===== src/rtl/lpt_pkg.sv =====
package lpt_pkg;

    typedef enum logic [1:0] {
        ST_IDLE     = 2'd0,
        ST_ELAPSED  = 2'd1,
        ST_PERIODIC = 2'd2
    } lpt_state_e;

    localparam int          ADDR_W    = 3;
    localparam logic [2:0]  OFS_CTRL  = 3'd4;
    localparam int          BIT_RUN   = 0;
    localparam int          BIT_MODE  = 1;
    localparam int          MODE_W    = 3;
    localparam int          BIT_CSEL  = 4;
    localparam int          BIT_FLAG  = 7;
    localparam logic [2:0]  MODE_FREE = 3'd0;
    localparam logic [2:0]  MODE_HALT = 3'd7;

    // Rollover period in microseconds for each periodic mode code.
    function automatic int unsigned period_us(input logic [2:0] m);
        int unsigned p;
        unique case (m)
            3'd1:    p = 5000;
            3'd2:    p = 2000;
            3'd3:    p = 1000;
            3'd4:    p = 500;
            3'd5:    p = 200;
            3'd6:    p = 100;
            default: p = 1;
        endcase
        return p;
    endfunction

endpackage


===== src/rtl/lpt_fsm.sv =====
module lpt_fsm
    import lpt_pkg::*;
(
    input  logic       clk,
    input  logic       rst_n,
    input  logic       run_i,
    input  logic [2:0] mode_i,
    output lpt_state_e state_o,
    output logic       step_en_o,
    output logic       wrap_mode_o,
    output logic       loadable_o
);
    lpt_state_e state_q, state_d;
    logic       halt_req;

    assign halt_req = !run_i || (mode_i == MODE_HALT);

    always_comb begin
        state_d = state_q;
        unique case (state_q)
            ST_IDLE: begin
                if (!halt_req && mode_i == MODE_FREE)
                    state_d = ST_ELAPSED;
                else if (!halt_req)
                    state_d = ST_PERIODIC;
            end
            ST_ELAPSED: begin
                if (halt_req)
                    state_d = ST_IDLE;
                else if (mode_i != MODE_FREE)
                    state_d = ST_PERIODIC;
            end
            ST_PERIODIC: begin
                if (halt_req)
                    state_d = ST_IDLE;
                else if (mode_i == MODE_FREE)
                    state_d = ST_ELAPSED;
            end
            default: state_d = ST_IDLE;
        endcase
    end

    always_ff @(posedge clk or negedge rst_n) begin
        if (!rst_n) state_q <= ST_IDLE;
        else        state_q <= state_d;
    end

    always_comb begin
        step_en_o   = 1'b0;
        wrap_mode_o = 1'b0;
        loadable_o  = 1'b0;
        unique case (state_q)
            ST_IDLE:     loadable_o = 1'b1;
            ST_ELAPSED:  step_en_o  = 1'b1;
            ST_PERIODIC: begin
                step_en_o   = 1'b1;
                wrap_mode_o = 1'b1;
            end
            default:     loadable_o = 1'b1;
        endcase
    end

    assign state_o = state_q;

    // a stop request always lands in ST_IDLE next clock
    p_stop_idle_r4: assert property (@(posedge clk) disable iff (!rst_n)
        !run_i |=> state_q == ST_IDLE);

endmodule


===== src/rtl/lpt_counter.sv =====
module lpt_counter #(
    parameter int CNT_W = 32,
    localparam int BYTES = CNT_W / 8
) (
    input  logic             clk,
    input  logic             rst_n,
    input  logic             tick_i,
    input  logic             step_en_i,
    input  logic             wrap_mode_i,
    input  logic             loadable_i,
    input  logic [CNT_W-1:0] period_i,
    input  logic [BYTES-1:0] wr_byte_i,
    input  logic [7:0]       wdata_i,
    output logic [CNT_W-1:0] count_o,
    output logic             wrap_o
);
    logic [CNT_W-1:0] count_q;
    logic             step;

    assign step   = tick_i && step_en_i;
    assign wrap_o = step && wrap_mode_i && (count_q >= period_i - 1'b1);

    always_ff @(posedge clk or negedge rst_n) begin
        if (!rst_n) begin
            count_q <= '0;
        end else if (step) begin
            if (wrap_o) count_q <= '0;
            else        count_q <= count_q + 1'b1;
        end else if (loadable_i) begin
            for (int b = 0; b < BYTES; b++)
                if (wr_byte_i[b]) count_q[b*8 +: 8] <= wdata_i;
        end
    end

    assign count_o = count_q;

    // each counting tick in elapsed mode adds exactly one
    p_elapsed_step_r3: assert property (@(posedge clk) disable iff (!rst_n)
        (step && !wrap_mode_i) |=> count_q == $past(count_q) + 1'b1);

    // with no step and no load the count is frozen
    p_hold_r4: assert property (@(posedge clk) disable iff (!rst_n)
        (!step && !(loadable_i && wr_byte_i != '0)) |=> $stable(count_q));

    // a periodic rollover restarts from zero
    p_wrap_zero_r5: assert property (@(posedge clk) disable iff (!rst_n)
        wrap_o |=> count_q == '0);

endmodule


===== src/rtl/lpt_ctrl.sv =====
module lpt_ctrl
    import lpt_pkg::*;
(
    input  logic       clk,
    input  logic       rst_n,
    input  logic       wr_ctrl_i,
    input  logic       wr_run_i,
    input  logic [2:0] wr_mode_i,
    input  logic       wr_csel_i,
    input  logic       wr_flag_i,
    input  logic       set_flag_i,
    output logic       run_o,
    output logic [2:0] mode_o,
    output logic       csel_o,
    output logic       flag_o
);
    logic       run_q, csel_q, flag_q;
    logic [2:0] mode_q;

    always_ff @(posedge clk or negedge rst_n) begin
        if (!rst_n) begin
            run_q  <= 1'b0;
            mode_q <= MODE_FREE;
            csel_q <= 1'b0;
        end else if (wr_ctrl_i) begin
            run_q  <= wr_run_i;
            mode_q <= wr_mode_i;
            csel_q <= wr_csel_i;
        end
    end

    always_ff @(posedge clk or negedge rst_n) begin
        if (!rst_n)                        flag_q <= 1'b0;
        else if (set_flag_i)               flag_q <= 1'b1;
        else if (wr_ctrl_i && wr_flag_i)   flag_q <= 1'b0;
    end

    assign run_o  = run_q;
    assign mode_o = mode_q;
    assign csel_o = csel_q;
    assign flag_o = flag_q;

    // a rollover always leaves the flag set
    p_flag_set_r5: assert property (@(posedge clk) disable iff (!rst_n)
        set_flag_i |=> flag_q);

    // write-one clears when no rollover competes
    p_flag_clear_r9: assert property (@(posedge clk) disable iff (!rst_n)
        (wr_ctrl_i && wr_flag_i && !set_flag_i) |=> !flag_q);

endmodule


===== src/rtl/lpt_readback.sv =====
module lpt_readback
    import lpt_pkg::*;
#(
    parameter int CNT_W = 32,
    localparam int BYTES = CNT_W / 8
) (
    input  logic              clk,
    input  logic              rst_n,
    input  logic              rd_i,
    input  logic [ADDR_W-1:0] addr_i,
    input  logic [CNT_W-1:0]  count_i,
    input  logic [7:0]        ctrl_i,
    output logic [7:0]        rdata_o
);
    logic [CNT_W-1:0] hold_q;
    logic [7:0]       rdata_q;
    logic             snap;

    assign snap = rd_i && (addr_i == '0);

    always_ff @(posedge clk or negedge rst_n) begin
        if (!rst_n)    hold_q <= '0;
        else if (snap) hold_q <= count_i;
    end

    always_ff @(posedge clk or negedge rst_n) begin
        if (!rst_n) begin
            rdata_q <= '0;
        end else if (rd_i) begin
            if (snap)
                rdata_q <= count_i[7:0];
            else if (int'(addr_i) < BYTES)
                rdata_q <= hold_q[int'(addr_i)*8 +: 8];
            else if (addr_i == OFS_CTRL)
                rdata_q <= ctrl_i;
            else
                rdata_q <= '0;
        end
    end

    assign rdata_o = rdata_q;

    // the holding copy changes only on a low-byte read
    p_hold_keep_r7: assert property (@(posedge clk) disable iff (!rst_n)
        !snap |=> $stable(hold_q));

endmodule


===== src/rtl/lpt_timer.sv =====
module lpt_timer
    import lpt_pkg::*;
#(
    parameter int CNT_W        = 32,
    parameter int TICKS_PER_US = 1
) (
    input  logic              clk,
    input  logic              rst_n,
    input  logic              tick_a,
    input  logic              tick_b,
    input  logic [ADDR_W-1:0] bus_addr,
    input  logic              bus_wr,
    input  logic              bus_rd,
    input  logic [7:0]        bus_wdata,
    output logic [7:0]        bus_rdata,
    output logic              irq
);
    localparam int BYTES = CNT_W / 8;

    logic             run, csel, flag, tick_sel, wrap;
    logic [2:0]       mode;
    logic             step_en, wrap_mode, loadable;
    lpt_state_e       state;
    logic [CNT_W-1:0] count, period;
    logic [BYTES-1:0] wr_byte;
    logic             wr_ctrl;
    logic [7:0]       ctrl_byte;
    logic             lint_unused_bits;

    assign lint_unused_bits = ^{bus_wdata[6:5], state};
    assign wr_ctrl  = bus_wr && (bus_addr == OFS_CTRL);
    assign tick_sel = csel ? tick_b : tick_a;
    assign period   = CNT_W'(period_us(mode) * TICKS_PER_US);

    for (genvar b = 0; b < BYTES; b++) begin : g_wr_dec
        assign wr_byte[b] = bus_wr && (int'(bus_addr) == b);
    end

    always_comb begin
        ctrl_byte                        = '0;
        ctrl_byte[BIT_RUN]               = run;
        ctrl_byte[BIT_MODE +: MODE_W]    = mode;
        ctrl_byte[BIT_CSEL]              = csel;
        ctrl_byte[BIT_FLAG]              = flag;
    end

    lpt_ctrl u_ctrl (
        .clk        (clk),
        .rst_n      (rst_n),
        .wr_ctrl_i  (wr_ctrl),
        .wr_run_i   (bus_wdata[BIT_RUN]),
        .wr_mode_i  (bus_wdata[BIT_MODE +: MODE_W]),
        .wr_csel_i  (bus_wdata[BIT_CSEL]),
        .wr_flag_i  (bus_wdata[BIT_FLAG]),
        .set_flag_i (wrap),
        .run_o      (run),
        .mode_o     (mode),
        .csel_o     (csel),
        .flag_o     (flag)
    );

    lpt_fsm u_fsm (
        .clk         (clk),
        .rst_n       (rst_n),
        .run_i       (run),
        .mode_i      (mode),
        .state_o     (state),
        .step_en_o   (step_en),
        .wrap_mode_o (wrap_mode),
        .loadable_o  (loadable)
    );

    lpt_counter #(.CNT_W(CNT_W)) u_counter (
        .clk         (clk),
        .rst_n       (rst_n),
        .tick_i      (tick_sel),
        .step_en_i   (step_en),
        .wrap_mode_i (wrap_mode),
        .loadable_i  (loadable),
        .period_i    (period),
        .wr_byte_i   (wr_byte),
        .wdata_i     (bus_wdata),
        .count_o     (count),
        .wrap_o      (wrap)
    );

    lpt_readback #(.CNT_W(CNT_W)) u_readback (
        .clk     (clk),
        .rst_n   (rst_n),
        .rd_i    (bus_rd),
        .addr_i  (bus_addr),
        .count_i (count),
        .ctrl_i  (ctrl_byte),
        .rdata_o (bus_rdata)
    );

    assign irq = flag;

    // a pulse on the unselected tick alone never moves the count
    p_tick_select_r6: assert property (@(posedge clk) disable iff (!rst_n)
        (!tick_sel && !bus_wr) |=> $stable(count));

endmodule


===== config.mk =====
export PLATFORM = sky130hd
export DESIGN_NAME = lpt_timer
export DESIGN_NICKNAME = d
export VERILOG_FILES = /design/src/rtl/lpt_pkg.sv /design/src/rtl/lpt_fsm.sv /design/src/rtl/lpt_counter.sv /design/src/rtl/lpt_ctrl.sv /design/src/rtl/lpt_readback.sv /design/src/rtl/lpt_timer.sv
export SDC_FILE = /design/constraint.sdc
export NUM_CORES = 1
export LEC_CHECK = 0
export ABC_AREA = 1
export BUFFER_PORTS_ARGS = -buffer_cell sky130_fd_sc_hd__clkbuf_2
export CORE_UTILIZATION = 46
export DETAILED_ROUTE_END_ITERATION = 12
export GPL_TIMING_DRIVEN = 0
export PLACE_DENSITY = 0.7
export SLEW_MARGIN = 20
export SYNTH_ARGS = -nofsm -noshare
export SYNTH_HDL_FRONTEND = slang
export SYNTH_SLANG_ARGS = --single-unit

===== constraint.sdc =====
create_clock -name clk -period 2.9 [get_ports clk]
set_input_delay 0.29 -clock clk [delete_from_list [all_inputs] [get_ports clk]]
set_output_delay 0.29 -clock clk [all_outputs]
set_load 0.02 [all_outputs]

==> run_results.csv, run 1 <==
group,metric,value,unit
outcome,outcome,"complete, no violations",
clock_network,clock_path_buffers,2,
clock_network,cts_max_level,3,
setup_path,critical_path.endpoint,"u_counter.count_o[31]",
setup_path,cp-startpoint,"u_ctrl.mode_o[1]",
final_layout,multi_input_area,2790,um2
sta,fmax,386,MHz
hold_path,hold_class,"primary input to flip-flop",
sta,skew,0.0125,ns
sta,rsz0062_at_grt,"no",
die,io_pins,26,
logic_synthesis,ys_warn_count,0,
global_route,overflow,0,
final_layout,seqCellArea,1800,um2
clock_network,cts_sinks,72,
drt,ant_nets,0,
drt,vias,5012,
setup_path,crit_arrival,2.88,ns
logic_synthesis,async_flop_share,100,%
setup_path,cp_max_fo,10,
setup_path,r2r-start,"u_ctrl.mode_o[1]",
drt,wl_per_cell,15.8,um
logic_synthesis,ys_seq_area_share,36.2,%
global_route,grt_use_total,28.4,%
global_route,grt_max_degree,50,
power_and_ir_drop,leakagePower,0.00278,uW
power_and_ir_drop,ir_drop,0.609,mV
sta,setup_viol,0,
clock_network,clock_latency,0.37,ns
clock_network,cts_root_buf,"clkbuf_8",
setup_path,r2r_slack,0.31,ns
drt,dr.pass1.iters,5,
global_route,grt_antenna_before_repair,0,
logic_synthesis,netlist_area,4980,um2
setup_path,worst_ep_required_time,3.18,ns
final_layout,fillCellCount,1032,
power_and_ir_drop,power,5880,uW
run,cap_violations,0,
setup_path,r2r_cells,20,
logic_synthesis,syn_area_per_cell,6.57,um2
final_layout,drive_above_1_share,9.63,%
setup_path,critPathLaunchType,"flip-flop",
sta,worst_pin_slew,0.687,ns
clock_network,cts.clk_slew.worst_paths,0.09,ns
final_layout,area_delta_synth_final,11.1,%
drt,drc,0,
sta,final_hold_viol_count,0,
placement,dpl_worst_slack,0.331,ns
drt,wl,14800,um
die,dieArea,11300,um2
logic_synthesis,synthFlopType,"dfrtp_1",
setup_path,path_class,"flip-flop to flip-flop",
setup_path,r2r-end,"u_counter.count_o[31]",
clock_network,cts_inserted_buffers,9,
die,initial_core_util,47.8,%
sta,post-route-min-period,2.59,ns
global_route,grt_pass1_wl,24300,um
logic_synthesis,synth.distinct_cells,36,
global_route,grt_pass1_vias,4653,
final_layout,fin_cells,936,
drt,viasPerCell,5.35,
sta,relSlewSlack,54.0,%
logic_synthesis,yosysTopAreaCell,"dfrtp_1",
placement,dp_hpwl,11500,um
logic_synthesis,synth_seq_cells,72,
sta,drv_slew,0,
final_layout,final_core_util,53.1,%
setup_path,end_kind,"flip-flop",
placement,place_congestion,0.947,
logic_synthesis,synth_cells,758,
die,fp-row-count,37,
logic_synthesis,synth.top_cell.area_share,36.2,%
placement,port_buffers,23,
final_layout,diodes,0,
placement,place_inst,919,
final_layout,nets,831,
sta,period_share,89.4,%
sta,post-route-worst-setup-slack,0.307,ns
power_and_ir_drop,p_per_area,1060,nW/um2
die,coreArea,10400,um2
clock_network,cts_tree,"built",
drt,drt_iter0_drc,391,
sta,finalSetupTns,0,ns
logic_synthesis,synth_area_leaders,"dfrtp_1 (36%), nand2_1 (17%), nor2_1 (13%)",
die,die_h,106,um
logic_synthesis,synth_edf_count,0,
die,dieWidth,106,um
[critical path, stage by stage (launching register included)]
cell and delay, ns:
dfrtp_1 0.43, inv_1 0.13, nor2_2 0.19, nor2_1 0.07, inv_1 0.09, nor2_1 0.06
nand2_1 0.10, inv_1 0.05, ha_1 0.29, nand2_1 0.07, nand2_1 0.04, nand2_1 0.05
nand2_1 0.04, nand2_1 0.06, nand3_1 0.10, nand2_1 0.08, nand2_1 0.06, nand2_2 0.15
clkbuf_8 0.22, nand2_1 0.06, a21oi_1 0.14
[flip-flops by register name, summed over array words and instances, names as in the netlist]
signal	count
u_counter.count_o	32
u_ctrl.csel_o	1
u_ctrl.flag_o	1
u_ctrl.mode_o	3
u_ctrl.run_o	1
u_fsm.state_o	2
u_readback.hold_q	24
u_readback.rdata_o	8
[layout by cell type (no fill, tap or decap), types with 2 or more instances in the layout]
| cell type | n |
|---|---|
| a21oi_1 | 48 |
| a32o_1 | 2 |
| buf_2 | 2 |
| buf_4 | 3 |
| buf_6 | 2 |
| bufinv_16 | 2 |
| clkbuf_1 | 7 |
| clkbuf_2 | 22 |
| clkbuf_8 | 12 |
| clkinv_1 | 2 |
| clkinv_2 | 3 |
| conb_1 | 2 |
| dfrtp_1 | 72 |
| ha_1 | 19 |
| inv_1 | 73 |
| inv_2 | 3 |
| nand2_1 | 225 |
| nand2_2 | 6 |
| nand3_1 | 33 |
| nand4_1 | 11 |
| nor2_1 | 165 |
| nor2_2 | 5 |
| nor2_4 | 7 |
| nor3_1 | 3 |
| o21ai_0 | 48 |
| o21ai_1 | 3 |
| xor2_1 | 4 |
[worst min path at each step]
stage,startpoint,endpoint,slack (ns),depth (start not counted)
finish,bus_wdata[1],u_ctrl.mode_o[0],0.17,3
global route,bus_wdata[1],u_ctrl.mode_o[0],0.23,3
CTS,bus_wdata[1],u_ctrl.mode_o[0],0.16,3
detailed placement,rst_n,u_fsm.state_o[1],0.26,1
global placement,u_readback.rdata_o[4],u_readback.rdata_o[4],0.46,2
floorplan,rst_n,u_counter.count_o[0],-0.006,0
[cell usage after synthesis (2+ instances only)]
library cell / instances
nor2_4: 7
dfrtp_1: 72
clkbuf_1: 7
nand2_2: 6
clkinv_1: 2
buf_6: 2
a21oi_1: 48
a32o_1: 2
nand3_1: 33
nor3_1: 3
o21ai_1: 3
clkbuf_8: 2
xor2_1: 4
nand4_1: 11
ha_1: 19
buf_2: 2
nor2_2: 4
nand2_1: 225
buf_4: 3
nor2_1: 166
inv_1: 73
inv_2: 3
o21ai_0: 48
[cell type report]
cell class	instances	share of cell area [%]
clock buffers	10	2.49
flip-flops and latches	72	32.5
well taps	136	3.07
plain buffers	16	1.97
clock inverters	6	1.49
repair buffers	25	2.80
inverters	78	5.29
multi-input cells	593	50.3
[stage by stage]
stage / area [um2] / hold slack, ns
after floorplan: 4990 / -0.00559
after global placement: 5270 / 0.463
after detailed placement: 5300 / 0.263
after CTS: 5530 / 0.160
after global routing: 5540 / 0.227
final: 5540 / 0.174
[logic make-up (layout without fill, tap and decap cells)]
kind of cell / after synthesis / count (layout) / share of synthesized area (%)
xor gates and xnor gates: 4 / 4 / 0.703
adders and majority gates: 19 / 19 / 4.77
other: 1 / 2 / 0.0752
and+or+nand+nor: 462 / 462 / 38.7
DFF: 72 / 72 / 36.2
AOI/OAI and AO/OA: 106 / 106 / 11.5
buffers and inverters: 94 / 135 / 8.06
[metal layers]
layer / up-vias / GRT usage (%) / part of all wire, %
met3: 43 / 2.94 / 6.7
li1: 2468 / - / -
met2: 202 / 43.1 / 44
met4: 0 / 14.0 / 4.0
met1: 2299 / 40.2 / 46
met5: - / 0 / 0
[what timing repair did]
item                                   CTS  global route
hold buffers                             1             0
resized for setup                        0             1
setup endpoints to repair                0             3
setup buffers                            0             0
endpoints found under the hold margin   23             0
[power breakdown]
part / internal, uW / total, uW / leakage, uW / switching (uW)
Clock: 503 / 915 / 0.000112 / 411
Combinational: 990 / 3040 / 0.00181 / 2050
Sequential: 1420 / 1920 / 0.000857 / 505
Total: 2910 / 5880 / 0.00278 / 2970
Note: power is estimated with default switching activity, not from simulation.
==> inputs of run 2 (changes only) <==
--- a/config.mk
+++ b/config.mk
@@ -5,8 +5,9 @@
 export SDC_FILE = /design/constraint.sdc
 export NUM_CORES = 1
 export LEC_CHECK = 0
-export ABC_AREA = 1
+export ABC_AREA = 0
 export BUFFER_PORTS_ARGS = -buffer_cell sky130_fd_sc_hd__clkbuf_2
+export CORE_ASPECT_RATIO = 1.5
 export CORE_UTILIZATION = 46
 export DETAILED_ROUTE_END_ITERATION = 12
 export GPL_TIMING_DRIVEN = 0
==> run 2 against run 1 <==
  * Sequential share of layout area rose by 2.2 points
  * Synthesized cell count shrank 41%
  * Combinational power shrank 30%
  * Clock-buffer cell count grew 1
  * Highest routed layer unchanged
  * Largest cell class unchanged
==> run_results.csv, run 2 <==
group,metric,value,unit
global_route,grt_max_degree,52,
clock_network,cts_sinks,72,
setup_path,critPathLaunchType,"flip-flop",
final_layout,multi_input_area,2480,um2
placement,port_buffers,25,
clock_network,cts_root_buf,"clkbuf_16",
drt,dr.pass1.iters,5,
setup_path,worst_ep_required_time,3.12,ns
sta,period_share,96.2,%
global_route,overflow,0,
clock_network,cts_inserted_buffers,9,
placement,dpl_cell_area,4680,um2
sta,drv_slew,0,
drt,wl,12600,um
global_route,grt_use_total,27.3,%
clock_network,cts_tree,"built",
die,io_pins,26,
logic_synthesis,synth_area_leaders,"dfrtp_1 (41%), ha_1 (5.4%), mux4_2 (4.1%)",
logic_synthesis,async_flop_share,100,%
drt,vias,3903,
setup_path,end_kind,"flip-flop",
final_layout,layout_common_cells,"dfrtp_1 (71), nand2_1 (46), nor2_1 (30)",
sta,worst_pin_slew,0.791,ns
logic_synthesis,synth.top_cell.area_share,41.1,%
logic_synthesis,ys_top_cells_by_count,"dfrtp_1 (72), nand2_1 (47), nor2_1 (32)",
die,fp-row-count,43,
final_layout,final_core_util,56.1,%
power_and_ir_drop,p_per_area,1030,nW/um2
sta,relSlewSlack,47.0,%
setup_path,crit_arrival,3.01,ns
global_route,grt_pass1_wl,19500,um
die,die_h,122,um
sta,holdWs,0.183,ns
setup_path,cp_max_fo,10,
sta,final_hold_viol_count,0,
logic_synthesis,netlist_area,4380,um2
final_layout,diodes,0,
sta,skew,0.00590,ns
sta,fmax,358,MHz
final_layout,drive_above_1_share,22.2,%
die,initial_core_util,47.4,%
final_layout,fin_cells,613,
die,coreArea,9250,um2
clock_network,cts_max_level,3,
final_layout,area_delta_synth_final,18.4,%
logic_synthesis,synth.distinct_cells,56,
run,cap_violations,0,
logic_synthesis,synth_cells,449,
logic_synthesis,synth_edf_count,0,
die,dieWidth,81.7,um
logic_synthesis,yosysTopAreaCell,"dfrtp_1",
drt,wl_per_cell,20.5,um
final_layout,seqCellArea,1800,um2
power_and_ir_drop,leakagePower,0.00227,uW
drt,viasPerCell,6.37,
final_layout,largest_reg_flops,32,
power_and_ir_drop,ir_drop,0.621,mV
clock_network,cts.clk_slew.worst_paths,0.06,ns
die,dieArea,9930,um2
logic_synthesis,ys_seq_area_share,41.1,%
global_route,grt_pass1_vias,3826,
sta,post-route-min-period,2.79,ns
logic_synthesis,synthMostInstantiatedCell,"dfrtp_1",
logic_synthesis,synthFlopType,"dfrtp_1",
final_layout,fillCellCount,818,
clock_network,clock_latency,0.34,ns
global_route,grt_antenna_before_repair,0,
drt,drc,0,
clock_network,clock_path_buffers,2,
final_layout,layout_commonest_cell,"dfrtp_1",
final_layout,design_area,5190,um2
final_layout,nets,532,
placement,dp_hpwl,9420,um
placement,place_inst,588,
drt,ant_nets,0,
hold_path,hold_class,"primary input to flip-flop",
placement,place_congestion,0.910,
sta,setup_viol,0,
sta,rsz0062_at_grt,"yes",
logic_synthesis,synth_seq_cells,72,
setup_path,path_class,"flip-flop to flip-flop",
logic_synthesis,ys_warn_count,0,
drt,drt_iter0_drc,299,
logic_synthesis,syn_area_per_cell,9.76,um2
outcome,outcome,"complete, no violations",
[run 2: cell types whose count changed in the layout (fill, tap and decap cells not counted), moves of 30 or more]
cell	previous run	this run
a21oi_1	48	18
inv_1	73	17
nand2_1	225	46
nor2_1	165	30
o21ai_0	48	11
[run 2: metal layers]
metal  vias up  part of all wire (%)  GRT usage [%]
li1       1778                     -              -
met4         0                   6.4           21.9
met3        54                   4.4           4.19
met2       144                    52           45.7
met1      1927                    38           29.9
met5         -                     0              0
[run 2: cells by family after synthesis]
group | after synthesis | synth area share [%]
flip-flops | 72 | 41.1
other | 1 | 0.0855
XOR/XNOR | 2 | 0.400
adder cells (fa/ha/maj) | 19 | 5.42
buffers and inverters | 43 | 4.02
multiplexers | 38 | 11.7
AO/OA/AOI/OAI | 114 | 18.7
AND/OR/NAND/NOR | 160 | 18.6
[run 2: worst paths after layout]
kind,startpoint,cells past startpoint,end,slack (ns)
min reg2reg,u_readback.hold_q[29],1,u_readback.hold_q[29],0.49
max reg2reg,u_ctrl.mode_o[1],11,u_counter.count_o[24],0.11
max in group asynchronous,rst_n,3,u_ctrl.run_o,1.90
min in group asynchronous,rst_n,2,u_counter.count_o[31],0.42
max,u_ctrl.mode_o[1],11,u_counter.count_o[24],0.11
min,bus_wdata[1],3,u_ctrl.mode_o[0],0.18
[run 2: final cells by class]
type                    instances  area share (%)
inverters                      20            1.59
flip-flops and latches         72            34.7
multi-input cells             335            47.8
clock buffers                  11            4.87
plain buffers                  22            2.75
repair buffers                 36            4.46
well taps                     112            2.70
clock inverters                 5            1.06
[run 2: repair_timing]
action                                 CTS  global route
pin swaps                                2             5
resized for setup                       14            29
setup endpoints to repair               32            31
endpoints found under the hold margin   21             0
gates cloned                             1             2
hold buffers                             1             0
setup buffers                            3             3
[run 2: stage by stage]
step	setup TNS (ns)	power [uW]	setup WS, ns
final	0	5320	0.109
after global routing	-0.0623	5640	-0.0229
after CTS	0	5190	0.000376
after detailed placement	-7.82	3960	-0.357
after global placement	-6.56	3860	-0.310
after floorplan	0	3250	0.188
[run 2: power breakdown]
part	total, uW	internal (uW)	switching [uW]
Clock	1140	709	428
Combinational	2120	1010	1110
Sequential	2070	1450	619
Total	5320	3170	2150
[run 2: critical path: stages (launching register included)]
cell	delay, ns
dfrtp_1	0.43
buf_4	0.20
o21ai_1	0.15
nand2_1	0.09
ha_1	0.27
nand4_1	0.12
nor3_2	0.20
nand3b_1	0.21
a31oi_4	0.41
buf_6	0.19
o21ai_1	0.07
a221o_1	0.32
